[src/rtl/twi_addr_pkg.sv]
package twi_addr_pkg;
    localparam int BYTE_W   = 8;
    localparam int ADDR_W   = 2 * BYTE_W;
    localparam int SEL_W    = 3;
    localparam int CODE_W   = BYTE_W - SEL_W - 1;
    localparam logic [CODE_W-1:0] DEV_CODE = 4'b1010;
    localparam int CNT_W    = $clog2(BYTE_W + 1);

    typedef enum logic [2:0] {
        ST_IDLE,
        ST_CTRL,
        ST_ACK_CTRL,
        ST_ADDR_HI,
        ST_ACK_HI,
        ST_ADDR_LO,
        ST_ACK_LO,
        ST_DONE
    } fsm_e;

    typedef struct packed {
        fsm_e              st;
        logic [CNT_W-1:0]  cnt;
        logic [BYTE_W-1:0] shreg;
        logic [BYTE_W-1:0] hi;
        logic [ADDR_W-1:0] addr;
        logic              rd;
        logic              pull;
        logic              valid;
    } eng_s;
endpackage

[src/rtl/twi_sync.sv]
module twi_sync #(
    parameter int STAGES = 2
) (
    input  logic clk,
    input  logic rst_n,
    input  logic d,
    output logic q
);
    logic [STAGES-1:0] ff_q;

    generate
        if (STAGES == 1) begin : g_single
            always_ff @(posedge clk or negedge rst_n) begin
                if (!rst_n) ff_q <= '1;
                else        ff_q <= d;
            end
        end else begin : g_chain
            always_ff @(posedge clk or negedge rst_n) begin
                if (!rst_n) ff_q <= '1;
                else        ff_q <= {ff_q[STAGES-2:0], d};
            end
        end
    endgenerate

    assign q = ff_q[STAGES-1];
endmodule

[src/rtl/twi_bus_events.sv]
module twi_bus_events (
    input  logic clk,
    input  logic rst_n,
    input  logic scl_s,
    input  logic sda_s,
    output logic scl_rise,
    output logic scl_fall,
    output logic start_p,
    output logic stop_p
);
    logic scl_p_q, sda_p_q;

    always_ff @(posedge clk or negedge rst_n) begin
        if (!rst_n) begin
            scl_p_q <= 1'b1;
            sda_p_q <= 1'b1;
        end else begin
            scl_p_q <= scl_s;
            sda_p_q <= sda_s;
        end
    end

    assign scl_rise = scl_s & ~scl_p_q;
    assign scl_fall = ~scl_s & scl_p_q;
    assign start_p  = scl_s & scl_p_q & sda_p_q & ~sda_s;
    assign stop_p   = scl_s & scl_p_q & ~sda_p_q & sda_s;
endmodule

[src/rtl/twi_addr_engine.sv]
module twi_addr_engine
    import twi_addr_pkg::*;
(
    input  logic              clk,
    input  logic              rst_n,
    input  logic              scl_rise,
    input  logic              scl_fall,
    input  logic              start_p,
    input  logic              stop_p,
    input  logic              sda_s,
    input  logic [SEL_W-1:0]  strap_sel,
    output logic              pull,
    output logic [ADDR_W-1:0] addr,
    output logic              rd,
    output logic              valid
);
    localparam logic [CNT_W-1:0] FULL = CNT_W'(BYTE_W);

    eng_s e_d, e_q;
    logic byte_end;
    logic ctrl_hit;

    assign byte_end = scl_fall && (e_q.cnt == FULL);
    assign ctrl_hit = (e_q.shreg[BYTE_W-1 -: CODE_W] == DEV_CODE) &&
                      (e_q.shreg[SEL_W:1] == strap_sel);

    always_comb begin
        e_d       = e_q;
        e_d.valid = 1'b0;
        if (start_p) begin
            e_d.st   = ST_CTRL;
            e_d.cnt  = '0;
            e_d.pull = 1'b0;
        end else if (stop_p) begin
            e_d.st   = ST_IDLE;
            e_d.cnt  = '0;
            e_d.pull = 1'b0;
        end else begin
            unique case (e_q.st)
                ST_CTRL, ST_ADDR_HI, ST_ADDR_LO: begin
                    if (scl_rise && e_q.cnt != FULL) begin
                        e_d.shreg = {e_q.shreg[BYTE_W-2:0], sda_s};
                        e_d.cnt   = e_q.cnt + 1'b1;
                    end else if (byte_end) begin
                        e_d.cnt = '0;
                        if (e_q.st == ST_CTRL) begin
                            if (ctrl_hit) begin
                                e_d.st   = ST_ACK_CTRL;
                                e_d.pull = 1'b1;
                                e_d.rd   = e_q.shreg[0];
                            end else begin
                                e_d.st = ST_IDLE;
                            end
                        end else if (e_q.st == ST_ADDR_HI) begin
                            e_d.st   = ST_ACK_HI;
                            e_d.pull = 1'b1;
                            e_d.hi   = e_q.shreg;
                        end else begin
                            e_d.st    = ST_ACK_LO;
                            e_d.pull  = 1'b1;
                            e_d.addr  = {e_q.hi, e_q.shreg};
                            e_d.valid = 1'b1;
                        end
                    end
                end
                ST_ACK_CTRL: begin
                    if (scl_fall) begin
                        e_d.pull = 1'b0;
                        e_d.st   = e_q.rd ? ST_DONE : ST_ADDR_HI;
                    end
                end
                ST_ACK_HI: begin
                    if (scl_fall) begin
                        e_d.pull = 1'b0;
                        e_d.st   = ST_ADDR_LO;
                    end
                end
                ST_ACK_LO: begin
                    if (scl_fall) begin
                        e_d.pull = 1'b0;
                        e_d.st   = ST_DONE;
                    end
                end
                default: begin
                    e_d.pull = 1'b0;
                end
            endcase
        end
    end

    always_ff @(posedge clk or negedge rst_n) begin
        if (!rst_n) begin
            e_q <= '{st: ST_IDLE, cnt: '0, shreg: '0, hi: '0, addr: '0,
                     rd: 1'b0, pull: 1'b0, valid: 1'b0};
        end else begin
            e_q <= e_d;
        end
    end

    assign pull  = e_q.pull;
    assign addr  = e_q.addr;
    assign rd    = e_q.rd;
    assign valid = e_q.valid;
endmodule

[src/rtl/twi_mem_addr_front.sv]
module twi_mem_addr_front
    import twi_addr_pkg::*;
#(
    parameter int SYNC_STAGES = 2
) (
    input  logic              clk,
    input  logic              rst_n,
    input  logic              scl_in,
    input  logic              sda_in,
    input  logic [SEL_W-1:0]  strap_sel,
    output logic              sda_pull,
    output logic [ADDR_W-1:0] word_addr,
    output logic              dir_read,
    output logic              addr_valid
);
    logic scl_s, sda_s;
    logic scl_rise_w, scl_fall_w, start_w, stop_w;

    twi_sync #(.STAGES(SYNC_STAGES)) u_sync_scl (
        .clk(clk), .rst_n(rst_n), .d(scl_in), .q(scl_s));
    twi_sync #(.STAGES(SYNC_STAGES)) u_sync_sda (
        .clk(clk), .rst_n(rst_n), .d(sda_in), .q(sda_s));

    twi_bus_events u_evt (
        .clk(clk), .rst_n(rst_n), .scl_s(scl_s), .sda_s(sda_s),
        .scl_rise(scl_rise_w), .scl_fall(scl_fall_w),
        .start_p(start_w), .stop_p(stop_w));

    twi_addr_engine u_eng (
        .clk(clk), .rst_n(rst_n),
        .scl_rise(scl_rise_w), .scl_fall(scl_fall_w),
        .start_p(start_w), .stop_p(stop_w), .sda_s(sda_s),
        .strap_sel(strap_sel),
        .pull(sda_pull), .addr(word_addr), .rd(dir_read), .valid(addr_valid));
endmodule

[config.mk]
export PLATFORM = sky130hd
export DESIGN_NAME = twi_mem_addr_front
export DESIGN_NICKNAME = d
export VERILOG_FILES = /design/src/rtl/twi_addr_pkg.sv /design/src/rtl/twi_sync.sv /design/src/rtl/twi_bus_events.sv /design/src/rtl/twi_addr_engine.sv /design/src/rtl/twi_mem_addr_front.sv
export SDC_FILE = /design/constraint.sdc
export NUM_CORES = 1
export LEC_CHECK = 0
export BUFFER_PORTS_ARGS = -buffer_cell sky130_fd_sc_hd__buf_2
export CELL_PAD_IN_SITES_DETAIL_PLACEMENT = 0
export CELL_PAD_IN_SITES_GLOBAL_PLACEMENT = 1
export CORE_UTILIZATION = 44
export CTS_BUF_LIST = sky130_fd_sc_hd__clkbuf_4 sky130_fd_sc_hd__clkbuf_8
export DETAILED_ROUTE_END_ITERATION = 8
export PLACE_DENSITY_LB_ADDON = 0.15
export SETUP_SLACK_MARGIN = 0.3
export SYNTH_ARGS = -nofsm -noshare
export SYNTH_HDL_FRONTEND = slang
export SYNTH_SLANG_ARGS = --single-unit
[constraint.sdc]
create_clock -name clk -period 2 [get_ports clk]
set_input_delay 0.3 -clock clk [delete_from_list [all_inputs] [get_ports clk]]
set_output_delay 0.3 -clock clk [all_outputs]
set_load 0.005 [all_outputs]
# Word-level counts from Yosys, hierarchy flattened
# Cells that the tools add are included.
# Widths: inputs -> output; s select.
[classes]
reduce_logical = 15
bitwise_logic = 16
addsub = 1
n_mux = 32
n_eq_ne = 17
[ops]
columns = ["op", "count"]
rows = [
  ["$mux 27", 2],
  ["$mux 37", 1],
  ["$mux 24", 1],
  ["$mux 7", 3],
  ["$reduce_and 7->1", 3],
  ["$mux 3", 6],
  ["$mux 16", 1],
  ["$mux 8", 2],
  ["$ne 4x3->1 const B", 4],
  ["$pmux 3 s4", 1],
  ["$mux 1", 10],
  ["$eq 3x3->1 const B", 3],
  ["$not 1->1", 9],
  ["$eq 4x4->1 const B", 2],
  ["$ne 4x4->1 const B", 2],
  ["$reduce_and 4->1", 2],
  ["$and 1x1->1", 7],
  ["$eq 3x2->1 const B", 2],
  ["$mux 2", 3],
  ["$reduce_and 6->1", 1],
  ["$reduce_bool 6->1", 1],
  ["$reduce_or 3->1", 2],
  ["$ne 5x4->1 const B", 1],
  ["$add 4x1->4 const B", 1],
  ["9 further kinds", 11],
]
[totals]
input_bits = 7
regBits = 48
wordCells = 93

# Logic depth before layout (Yosys ltp)
[logic_depth]
ltp_word = 9
ltp_mapped = 7
mapped_depth_nobuf = 6

# Modules after synthesis
# Synthesis repeated with hierarchy kept, for this count alone.
[unflattened]
hier_cells = 163
area_unflattened_um2 = 2195.9
[by_module_without_submodules]
columns = ["mod", "n_inst", "area_each_um2", "seq_area_each_um2", "cells_each"]
rows = [
  ["twi_addr_engine", 1, 2005.7, 1051.0, 153],
  ["twi_sync", 2, 52.6, 52.6, 2],
  ["twi_bus_events", 1, 85.1, 52.6, 6],
]

# Worst setup path after synthesis
# No wires, ideal clock.
[synth_timing]
path_type = "register to register"
startpoint = "register u_eng.e_q[35] (netlist bit)"
endpoint = "register u_eng.e_q (netlist bit u_eng.addr[10])"
stages_incl_launch_ff = 8
arrival_time_ns = 1.795
setup_ns = 0.125
n_path_buf = 1
synth_period_minus_slack_ns = 1.919
setup_slack_ns = 0.081
path_cell_list = "dfrtp_1 > inv_1 > ha_1 > and3b_2 > nand3_4 > nor3b_4 > buf_6 > mux2_2"
[synth_via]
elab_chain_cells = 4
[synth_lines]
columns = ["item", "line", "source"]
rows = [
  ["start: declaration", "twi_addr_engine.sv:19", "eng_s e_d, e_q;"],
  ["start signal: assignment", "twi_addr_engine.sv:93", "e_q <= '{st: ST_IDLE, cnt: '0, shreg: '0, hi: '0, addr: '0,"],
  ["$ne 4x4->1", "twi_addr_engine.sv:41", "if (scl_rise && e_q.cnt != FULL) begin"],
  ["$logic_and 1x1->1", "twi_addr_engine.sv:41", ""],
  ["$not 1->1 (no line)", "-", ""],
  ["$reduce_and 7->1 (no line) (*)", "-", ""],
]
# Every way passes the cells marked *; elsewhere a longest branch is shown, timed or not.
# A chain may end at the register's enable or synchronous reset.

# Worst setup path in the final report
[layout_timing]
startpoint = "register u_eng.e_q[36] (netlist bit)"
endpoint = "register u_eng.e_q[26] (netlist bit)"
# Same word-level chain as after synthesis.

==> results.json <==
{
  "antenna_found_initial": 0,
  "cts_root_buf": "clkbuf_8",
  "dp.final_hpwl_mm": 2.38,
  "clock_path_buffers": 2,
  "grt_usage_pct": 17.0,
  "pre_cts_slack_ns": 0.129,
  "path_delay_family": "simple AND/OR/NAND/NOR gates",
  "grt_max_degree": 20,
  "synth_seq_area_share_pct": 56.4,
  "dr.pass1.iters": 3,
  "drc": 0,
  "status": "finished clean",
  "clkSinkCount": 48,
  "core_area_mm2": 0.00469,
  "start_util_pct": 45.7,
  "ios": 26,
  "gp_congestion": 0.722,
  "final_common_cell": "dfrtp_1",
  "async_flop_share_pct": 100,
  "grt_overflow": 0,
  "ant_nets": 0,
  "avgViaCountPerCell": 5.28,
  "routed_wirelength_mm": 3.92,
  "slowest_stage": "dfrtp_1",
  "timing.final.ws_setup_ns": 0.117,
  "synthesis.area_mm2": 0.00214,
  "critPathMostFrequentCell": "buf_6",
  "yosysTopAreaCellShare_pct": 49.0,
  "fin_crit_ns": 1.88,
  "fin_skew_ns": 0.00450,
  "utilization_pct": 56.0,
  "post_drt_wl_per_cell_um": 16.1,
  "fp.dieW_um": 71.8,
  "drtIter0Drc": 63,
  "vias": 1283,
  "cts_tree": "built",
  "fillerInstances": 403,
  "stdcell_area_mm2": 0.00263,
  "portBuffers": 25,
  "die_y_um": 71.8,
  "fin_crit_sh_pct": 94.1,
  "hold_path_class": "primary input to flop",
  "numCtsBuffers": 5,
  "rsz0062_at_grt": "true",
  "ys_ff_latch": 48,
  "cts_max_level": 2,
  "p_leak_uw": 0.00129,
  "place_area_mm2": 0.00224,
  "slowest_delay_ns": 0.39,
  "synth-edff-count": 0,
  "start_kind": "flop",
  "final_layout_size_suffix_gt1_share_pct": 53.4,
  "nNetsFinal": 197,
  "die_area_mm2": 0.00516,
  "setup_viol": 0,
  "tightest_slew_ns": 0.443,
  "peakVddDrop_mv": 0.448,
  "slew_headroom_pct": 70.4,
  "area_growth_pct": 22.5,
  "pwr_density_cell_mw_per_mm2": 902,
  "grt_first_pass_wirelength_mm": 6.61,
  "synth_top_cell_by_area": "dfrtp_1",
  "setup_tns_ns": 0,
  "clk_latency_ns": 0.30,
  "path_max_fanout": 8,
  "crit_arrival_ns": 2.07,
  "path_buf_inv": 3,
  "clk_pin_slew_ns": 0.08,
  "hold_viol": 0,
  "required_ns": 2.18,
  "path_cells": "inv_1 > ha_2 > and3b_2 > nand3_4 > buf_6 > nor3b_2 > buf_6 > mux2_4",
  "row_count": 25,
  "antennaDiodeCount": 0,
  "syn_inst": 158,
  "crit_type": "flop to flop",
  "avgSynthCellArea_um2": 13.6,
  "layout_common_cells": "dfrtp_1, buf_2, mux2_4",
  "slew_viol_final": 0,
  "ys_top_cells_by_area": "dfrtp_1, mux2_2, dfstp_2, buf_4, xnor2_1",
  "critPathCaptureType": "flop",
  "fmax_ghz": 0.531,
  "synth-main-ff-cell": "dfrtp_1",
  "netlist-cell-type-count": 39,
  "yosysWarnings": 0,
  "grt_pass1_vias": 1287,
  "synth_fp_nets": 167,
  "cap_violations": 0
}
-- Yosys cell counts (all sizes together) (3+ instances only) --
cell / instances
inv: 3
nor2: 5
xnor2: 3
mux2: 34
nand3: 4
buf: 19
nand2: 6
dfstp: 6
dfrtp: 42
-- path summary, 6_finish.rpt --
path | from | end | slack, ns | cells after the start
max | u_eng.e_q[36]$_DFFE_PN0P_ | u_eng.e_q[26]$_DFFE_PN0P_ | 0.12 | 8
min | sda_in | u_sync_sda.ff_q[0]$_DFF_PN1_ | 0.1 | 1
max reg2reg | u_eng.e_q[36]$_DFFE_PN0P_ | u_eng.e_q[26]$_DFFE_PN0P_ | 0.12 | 8
min reg2reg | u_sync_sda.ff_q[0]$_DFF_PN1_ | u_sync_sda.ff_q[1]$_DFF_PN1_ | 0.36 | 0
max in group asynchronous | rst_n | u_evt.sda_p_q$_DFF_PN1_ | 0.89 | 3
min in group asynchronous | rst_n | u_eng.valid$_DFF_PN0_ | 0.47 | 2
-- routing by layer --
metal | up-vias | wire length (um) | track usage (%)
met5 | - | 0 | 0
met4 | 0 | 40 | 5.88
met3 | 5 | 116 | 4.36
met2 | 19 | 1890 | 26.4
met1 | 653 | 1870 | 23.2
li1 | 606 | - | -
-- cell type report --
class / instances / area [um^2] / area share, %
Clock buffer: 6 / 76.3 / 2.91
Clock inverter: 2 / 35.0 / 1.33
Inverter: 3 / 11.3 / 0.429
Multi-Input combinational cell: 86 / 890 / 33.9
Sequential cell: 48 / 1210 / 46.0
Tap cell: 54 / 67.6 / 2.57
Timing Repair Buffer: 44 / 338 / 12.9
-- where the power goes --
group	total (uW)	leakage, uW	switching (uW)	internal, uW
clock network	694	0.0000586	310	385
registers	1260	0.000636	173	1080
logic	417	0.000600	177	241
total	2370	0.00129	659	1710
-- per-stage QoR --
stage | cells | total power (uW) | hold WS, ns
2_1_floorplan | 158 | 1510 | 0.00441
3_3_place_gp | 221 | 1600 | 0.270
3_5_place_dp | 221 | 1620 | 0.272
4_1_cts | 241 | 2360 | 0.0889
5_1_grt | 243 | 2510 | 0.0769
6_report | 243 | 2370 | 0.0969
-- what timing repair did --
action,CTS,global route
hold endpoints to repair,13,0
hold buffers,1,0
setup buffers,9,2
resized for setup,25,9
pin swaps,5,5
cloned,2,0
endpoints found under the setup margin,26,35
-- registers in the layout, indices dropped and copies added, names as in the netlist --
register,flops
u_eng.addr,16
u_eng.e_q,23
u_eng.pull,1
u_eng.rd,1
u_eng.valid,1
u_evt.scl_p_q,1
u_evt.sda_p_q,1
u_sync_scl.ff_q,2
u_sync_sda.ff_q,2
-- cells by family after synthesis --
kind of cell | share of synthesized area, %
mux | 18.8
xor+xnor | 2.04
fa+ha+maj | 1.17
buf+inv | 7.58
simple gates | 9.10
flops | 56.4
compound gates | 4.96
Power figures use the tool's default switching activity.
